--- src/rtl/ipi_mbox_pkg.sv ---
package ipi_mbox_pkg;

  // Kind of register a word address selects
  typedef enum logic [2:0] {
    RK_STATUS,
    RK_ENABLE,
    RK_SET,
    RK_CLEAR,
    RK_MBOX,
    RK_NONE
  } reg_kind_e;

  // Word offsets; software depends on these positions
  localparam int unsigned OFS_STATUS = 0;
  localparam int unsigned OFS_ENABLE = 1;
  localparam int unsigned OFS_SET    = 2;
  localparam int unsigned OFS_CLEAR  = 3;
  localparam int unsigned MBOX_BASE  = 8;

endpackage

--- src/rtl/ipi_addr_decode.sv ---
module ipi_addr_decode
  import ipi_mbox_pkg::*;
#(
  parameter int unsigned WADDR_W    = 5,
  parameter int unsigned MBOX_WORDS = 8,
  localparam int unsigned IDX_W = (MBOX_WORDS > 1) ? $clog2(MBOX_WORDS) : 1
) (
  input  logic [WADDR_W-1:0] addr,
  output reg_kind_e          kind,
  output logic [IDX_W-1:0]   mbox_idx
);

  logic [WADDR_W-1:0] rel;
  logic               in_mbox;

  always_comb begin
    rel      = addr - WADDR_W'(MBOX_BASE);
    in_mbox  = (addr >= WADDR_W'(MBOX_BASE)) && (rel < WADDR_W'(MBOX_WORDS));
    mbox_idx = rel[IDX_W-1:0];
    if (addr == WADDR_W'(OFS_STATUS))      kind = RK_STATUS;
    else if (addr == WADDR_W'(OFS_ENABLE)) kind = RK_ENABLE;
    else if (addr == WADDR_W'(OFS_SET))    kind = RK_SET;
    else if (addr == WADDR_W'(OFS_CLEAR))  kind = RK_CLEAR;
    else if (in_mbox)                      kind = RK_MBOX;
    else                                   kind = RK_NONE;
  end

endmodule

--- src/rtl/ipi_pending.sv ---
module ipi_pending
  import ipi_mbox_pkg::*;
#(
  parameter int unsigned DATA_W = 32
) (
  input  logic              clk,
  input  logic              rst,
  input  logic              wr_go,
  input  reg_kind_e         kind,
  input  logic [DATA_W-1:0] wdata,
  output logic [DATA_W-1:0] status,
  output logic [DATA_W-1:0] enable,
  output logic              irq
);

  logic [DATA_W-1:0] st_nx;
  logic [DATA_W-1:0] en_nx;

  always_comb begin
    st_nx = status;
    en_nx = enable;
    if (wr_go) begin
      case (kind)
        RK_SET:    st_nx = status | wdata;
        RK_CLEAR:  st_nx = status & ~wdata;
        RK_ENABLE: en_nx = wdata;
        default:   ;
      endcase
      // every write ends with the mask step, using the new enable
      st_nx = st_nx & en_nx;
    end
  end

  always_ff @(posedge clk) begin
    if (rst) begin
      status <= '0;
      enable <= '0;
      irq    <= 1'b0;
    end else begin
      status <= st_nx;
      enable <= en_nx;
      irq    <= |status;
    end
  end

endmodule

--- src/rtl/ipi_mailbox_bank.sv ---
module ipi_mailbox_bank #(
  parameter int unsigned DATA_W     = 32,
  parameter int unsigned MBOX_WORDS = 8,
  localparam int unsigned IDX_W = (MBOX_WORDS > 1) ? $clog2(MBOX_WORDS) : 1
) (
  input  logic              clk,
  input  logic              rst,
  input  logic              wr_go,
  input  logic [IDX_W-1:0]  idx,
  input  logic [DATA_W-1:0] wdata,
  output logic [DATA_W-1:0] rd_word
);

  logic [DATA_W-1:0]     words [MBOX_WORDS];
  logic [MBOX_WORDS-1:0] we_vec;

  for (genvar g = 0; g < MBOX_WORDS; g++) begin : g_we
    assign we_vec[g] = wr_go && (idx == IDX_W'(g));
  end

  always_ff @(posedge clk) begin
    for (int i = 0; i < MBOX_WORDS; i++) begin
      if (rst)            words[i] <= '0;
      else if (we_vec[i]) words[i] <= wdata;
    end
  end

  assign rd_word = words[idx];

endmodule

--- src/rtl/ipi_mbox_ctrl.sv ---
module ipi_mbox_ctrl
  import ipi_mbox_pkg::*;
#(
  parameter int unsigned DATA_W     = 32,
  parameter int unsigned WADDR_W    = 5,
  parameter int unsigned MBOX_WORDS = 8,
  localparam int unsigned IDX_W = (MBOX_WORDS > 1) ? $clog2(MBOX_WORDS) : 1
) (
  input  logic               clk,
  input  logic               rst,
  input  logic               sel,
  input  logic               wr_en,
  input  logic [WADDR_W-1:0] addr,
  input  logic [DATA_W-1:0]  wdata,
  output logic [DATA_W-1:0]  rdata,
  output logic               irq
);

  reg_kind_e         kind;
  logic [IDX_W-1:0]  mbox_idx;
  logic [DATA_W-1:0] status;
  logic [DATA_W-1:0] enable;
  logic [DATA_W-1:0] mbox_rd;
  logic              wr_go;
  logic              rd_go;

  assign wr_go = sel & wr_en;
  assign rd_go = sel & ~wr_en;

  ipi_addr_decode #(.WADDR_W(WADDR_W), .MBOX_WORDS(MBOX_WORDS)) u_dec (
    .addr     (addr),
    .kind     (kind),
    .mbox_idx (mbox_idx)
  );

  ipi_pending #(.DATA_W(DATA_W)) u_pend (
    .clk    (clk),
    .rst    (rst),
    .wr_go  (wr_go),
    .kind   (kind),
    .wdata  (wdata),
    .status (status),
    .enable (enable),
    .irq    (irq)
  );

  ipi_mailbox_bank #(.DATA_W(DATA_W), .MBOX_WORDS(MBOX_WORDS)) u_mbox (
    .clk     (clk),
    .rst     (rst),
    .wr_go   (wr_go && (kind == RK_MBOX)),
    .idx     (mbox_idx),
    .wdata   (wdata),
    .rd_word (mbox_rd)
  );

  always_ff @(posedge clk) begin
    if (rst) begin
      rdata <= '0;
    end else if (rd_go) begin
      case (kind)
        RK_STATUS: rdata <= status;
        RK_ENABLE: rdata <= enable;
        RK_MBOX:   rdata <= mbox_rd;
        default:   rdata <= '0;
      endcase
    end
  end

endmodule

--- config.mk ---
export PLATFORM = sky130hd
export DESIGN_NAME = ipi_mbox_ctrl
export DESIGN_NICKNAME = d
export VERILOG_FILES = /design/src/rtl/ipi_mbox_pkg.sv /design/src/rtl/ipi_addr_decode.sv /design/src/rtl/ipi_pending.sv /design/src/rtl/ipi_mailbox_bank.sv /design/src/rtl/ipi_mbox_ctrl.sv
export SDC_FILE = /design/constraint.sdc
export NUM_CORES = 1
export LEC_CHECK = 0
export BUFFER_PORTS_ARGS = -buffer_cell sky130_fd_sc_hd__buf_2
export CAP_MARGIN = 10
export CORE_AREA = 10 10 163 180
export DETAILED_ROUTE_END_ITERATION = 6
export DIE_AREA = 0 0 173 190
export PLACE_DENSITY = 0.83
export SLEW_MARGIN = 20
export SYNTH_ARGS = -nofsm -noshare
export SYNTH_HDL_FRONTEND = slang
export SYNTH_HIERARCHICAL = 1
export SYNTH_SLANG_ARGS = --single-unit
--- constraint.sdc ---
create_clock -name clk -period 10.15 [get_ports clk]
set_input_delay 0.5075 -clock clk [delete_from_list [all_inputs] [get_ports clk]]
set_output_delay 0.5075 -clock clk [all_outputs]
set_load 0.005 [all_outputs]
Word-level counts from Yosys, hierarchy flattened. Memory sizes are Yosys's and may differ from the RTL's. Index checks and enable logic that the tools add are counted. W data, S select, Z words.

Word-level logic and storage cells: 95. Output and inout bits: 33. Input bits: 41. Bits in read-only memories: 0. Bits in writable memories: 256. Memories: 1. Register bits after elaboration: 97. Bits in latches: 0.

Memories: u_mbox.words (depth 8, width 32, read ports 1, clocked after memory_dff 0, wr ports 8, line ipi_mailbox_bank.sv:14) `logic [DATA_W-1:0] words [MBOX_WORDS];`.

Bitwise operators: 15. Reductions and logical operators: 14. Div/mod/pow operators: 0. $lt $le $gt $ge: 2. Muxes and demuxes: 44. $mul: 0. Shifts and indexed selects: 0. Add/subtract/negate cells: 1. Eq/ne operators: 14.

Operators by type and width (count): $mux W32 (11); $pmux W32 S3 (1); $and A32 B32 Y32 (2); $pmux W32 S2 (1); $not A32 Y32 (1); $or A32 B32 Y32 (1); $reduce_or A32 Y1 (1); $mux W1 (27); $eq A3 B3 Y1 const B (5); $eq A3 B2 Y1 const B (4); $mux W3 (4); $eq A5 B2 Y1 const B (2); $logic_and A1 B1 Y1 (10); $or A1 B1 Y1 (8); $eq A3 B1 Y1 const B (2); $logic_not A3 Y1 (2); $eq A5 B1 Y1 const B (1); $ge A5 B4 Y1 const B (1); $logic_not A5 Y1 (1); $lt A5 B4 Y1 const B (1); $sub A5 B4 Y5 const B (1); $and A1 B1 Y1 (2); $not A1 Y1 (1).

Logic depth before layout (Yosys ltp).
Word-level depth: 15. Gate-level depth with buffers: 10. Depth with buffers taken out: 7.

Hierarchy. The synthesis kept the hierarchy.

By module, submodules not included: ipi_mailbox_bank (seq. area each 7687.4 µm², area an instance 11651.2 µm², cells an instance 793, instances 1); ipi_pending (seq. area each 1301.2 µm², area an instance 3149.3 µm², cells an instance 371, instances 1); ipi_mbox_ctrl (seq. area each 640.6 µm², area an instance 1622.8 µm², cells an instance 155, instances 1); ipi_addr_decode (seq. area each 0.0 µm², area an instance 55.1 µm², cells an instance 8, instances 1).

Least setup slack after synthesis. No wires, ideal clock.

Kind: in2reg. Start point: input addr[4]. End point: memory u_mbox.words[2][0] (enable). Slack: 6.468 ns. Cell stages on the path: 8. Arrival: 3.254 ns. Path buffers: 2. Required time: 9.722 ns. Library setup time: 0.428 ns. Cells stage by stage: or3_4 -> nor2_2 -> or3b_1 -> buf_2 -> clkbuf_1 -> nor2_1 -> nand2_1 -> o21bai_1.

RTL lines: start, declared (line ipi_mbox_ctrl.sv:13) `input logic [WADDR_W-1:0] addr,`; end, declared (line ipi_mailbox_bank.sv:14).

==> results.toml <==
[cts]
clock_sinks = 353
cts_setup_buffers = 0
cts_tree = "yes"
clock_path_buffers = 3
clk_latency_ps = 510
cts-buffers-inserted = 35
cts_resized = 0
holdBufCountCts = 0
h-tree-depth = 2
cts-root-buf = "clkbuf_16"
path_clk_slew_ps = 60

[sta]
period_share_pct = 38.4
worst_slack_ps = 6260
finalSetupViolCount = 0
period_minus_slack_ps = 3890
slew_violations = 0
finalSetupTns_ps = 0
hold_viol_final = 0
fmax_mhz = 257
worst_pin_slew_ps = 1120
finalClockSkew_ps = 12.1
rsz0062_at_grt = "false"
timing.slew.headroom_pct = 25.0

[worst_setup_path]
critPathSlowestCell = "o21bai_4"
endpoint_kind = "flip-flop"
path_max_fanout = 46
regToRegSetupSlack_ps = 8310
worstPathArrival_ps = 4010
worst_path_largest_cell_delay_ps = 990
crit_type = "in -> reg"
crit_chain = "buf_2 > buf_4 > or3_4 > nor2_2 > or3b_1 > nor2_1 > nand2_1 > o21bai_4"
timing.rr.end = "rdata[25]"
crit_path_start_kind = "primary input"
reg2reg_depth = 5
cp_data_required_time_ps = 10270
r2r_start = "u_mbox/words[6][25]"

[synthesis]
yosysWarnings = 6
synthArstFlopShare_pct = 0
synth.distinct_cells = 49
syn-num-nets = 1368
mappedNetlistArea_mm2 = 0.0165
netlist_instances = 1327
synth_ff_type = "edfxtp_1"
ys_seq_area_share_pct = 58.4
syn_area_per_cell_um2 = 12.4
synth_edf_count = 256
ys_ff_latch = 353

[power]
vdd_drop_max_mv = 0.136
leakagePower_nw = 6.45
p_clk_share_pct = 39.9
totalPowerFinal_mw = 3.10
pwr-share-seq_pct = 52.3
powerDensity_mw_per_mm2 = 173
swShare_pct = 22.8
switching_power_mw = 0.708
p_int_mw = 2.40
power_frac_comb_pct = 7.8

[outcome]
status = "completed"

[min_path]
hp-start = "wdata[16]"
holdPathStages = 3
hold_end = "u_pend/enable[16]"
hp-class = "in -> reg"

[detailed_routing]
wire_per_inst_um = 24.3
drcViolationCount = 0
vias = 11300
firstDrtPassIters = 6
drt-initial-drc-count = 1207
drtAntennaViolNets = 0
vias_per_cell = 6.56
postRouteWirelength_um = 41800

[placed_design]
place_ws_ps = 5810
port_buffers = 73
dp_hpwl_um = 25700
gp_congestion = 0.892
dp_cells = 1661

[flow_run]
drv_cap = 0

[layout]
stdcell_count = 1724
area_growth_pct = 9.07
layout-drive-gt1-share_pct = 16.3
diodes = 0
finish.utilization_pct = 69.8
finalNetCount = 1388
final_cell_mix = "and2_1 (256), edfxtp_1 (256), nand2_1 (100), mux2i_1 (100), dfxtp_1 (97)"

[global_routing]
grtUsageMet3_pct = 5.65
grtUsageTotal_pct = 24.6
grt.overflow.total = 0
grt_util_met2_pct = 38.8
grt_pass1_vias = 11200
grt_antenna_before_repair = 0
grt_pass1_wl_um = 64000
grt_most_used_layer = "met2"
use_met1_pct = 33.3
grt_max_degree = 59

[floorplanning]
fp.dieH_um = 190
die_w_um = 173
io_pins = 74
rows = 62
die-area_mm2 = 0.0329
core-area_mm2 = 0.0258
start_util_pct = 64.0
[sequential cells by signal, summed over array words and instances, names as in the netlist]
name           count
rdata             32
u_mbox/words     256
u_pend/enable     32
u_pend/irq         1
u_pend/status     32
[power groups by stage]
stage / Sequential (mW) / Clock, mW / Combinational (mW)
after floorplan: 1.65 / 0 / 0.149
after global placement: 1.65 / 0 / 0.229
after detailed placement: 1.65 / 0 / 0.233
after CTS: 1.62 / 1.24 / 0.236
after global routing: 1.63 / 1.30 / 0.257
final: 1.62 / 1.24 / 0.243
[critical path: cells and delay by family]
kind	cells	cell delay, ps
AOI/OAI and AO/OA	1	990
buffers and inverters	2	510
and+or+nand+nor	5	1970
[synthesized netlist by cell type (6+ instances only)]
cell         n  area share [%]
and2_1     256             9.7
dfxtp_1     97              12
nand2_1    100             2.3
a211oi_1    14            0.64
a21oi_1     66             2.0
edfxtp_1   256              47
mux4_2       8             1.1
nor4_1       8            0.30
o2bb2ai_1   20             1.1
buf_4       13            0.59
a221o_1     32             1.9
nand2b_1     6            0.23
o22ai_1     33             1.3
buf_6       10            0.68
buf_2       35             1.1
nor3_1      32            0.97
a31o_1      31             1.6
clkbuf_2    18            0.55
o31ai_1     32             1.5
mux2_2      51             3.5
clkbuf_1    27            0.62
a221oi_1    15            0.80
mux2i_1    100             6.1
nor2_1      17            0.39
[logic make-up (layout without fill, tap and decap cells)]
group / Yosys count / count (layout) / share of synthesized area, %
compound gates: 256 / 256 / 11.4
buf+inv: 112 / 157 / 4.00
flops: 353 / 353 / 58.4
mux: 159 / 159 / 10.7
simple gates: 447 / 447 / 15.5
[metrics by stage]
step	area (µm²)	hold slack [ps]
global placement	16800	456
detailed placement	16800	463
finish	18000	344
global route	18000	373
floorplan	16500	449
CTS	17900	334
[routing by layer]
layer	routed length, µm	vias to the layer above	share of wire [%]
li1	-	4962	-
met5	0	-	0
met4	1010	0	2.4
met2	19600	716	47
met1	16600	5547	40
met3	4630	86	11
[worst max-delay path by stage]
stage                     startpoint                  end  slack [ps]  cells after the start
after detailed placement     addr[2]  u_mbox/words[7][10]        5810                      8
after global placement       addr[2]  u_mbox/words[7][10]        5930                      8
after CTS                    addr[2]  u_mbox/words[7][10]        6340                      8
after floorplan              addr[4]   u_mbox/words[2][0]        6470                      8
final                        addr[2]   u_mbox/words[2][9]        6260                      8
after global routing         addr[2]  u_mbox/words[2][31]        6090                      8
[cell type report]
type                            instances  area, µm²
Inverter                                3       11.3
Sequential cell                       353       9630
Multi-Input combinational cell        862       6280
Clock buffer                           48        997
Tap cell                              352        440
Fill cell                            1760       7780
Timing Repair Buffer                   92        531
Clock inverter                         14       83.8
(Power assumes the default switching activity.)
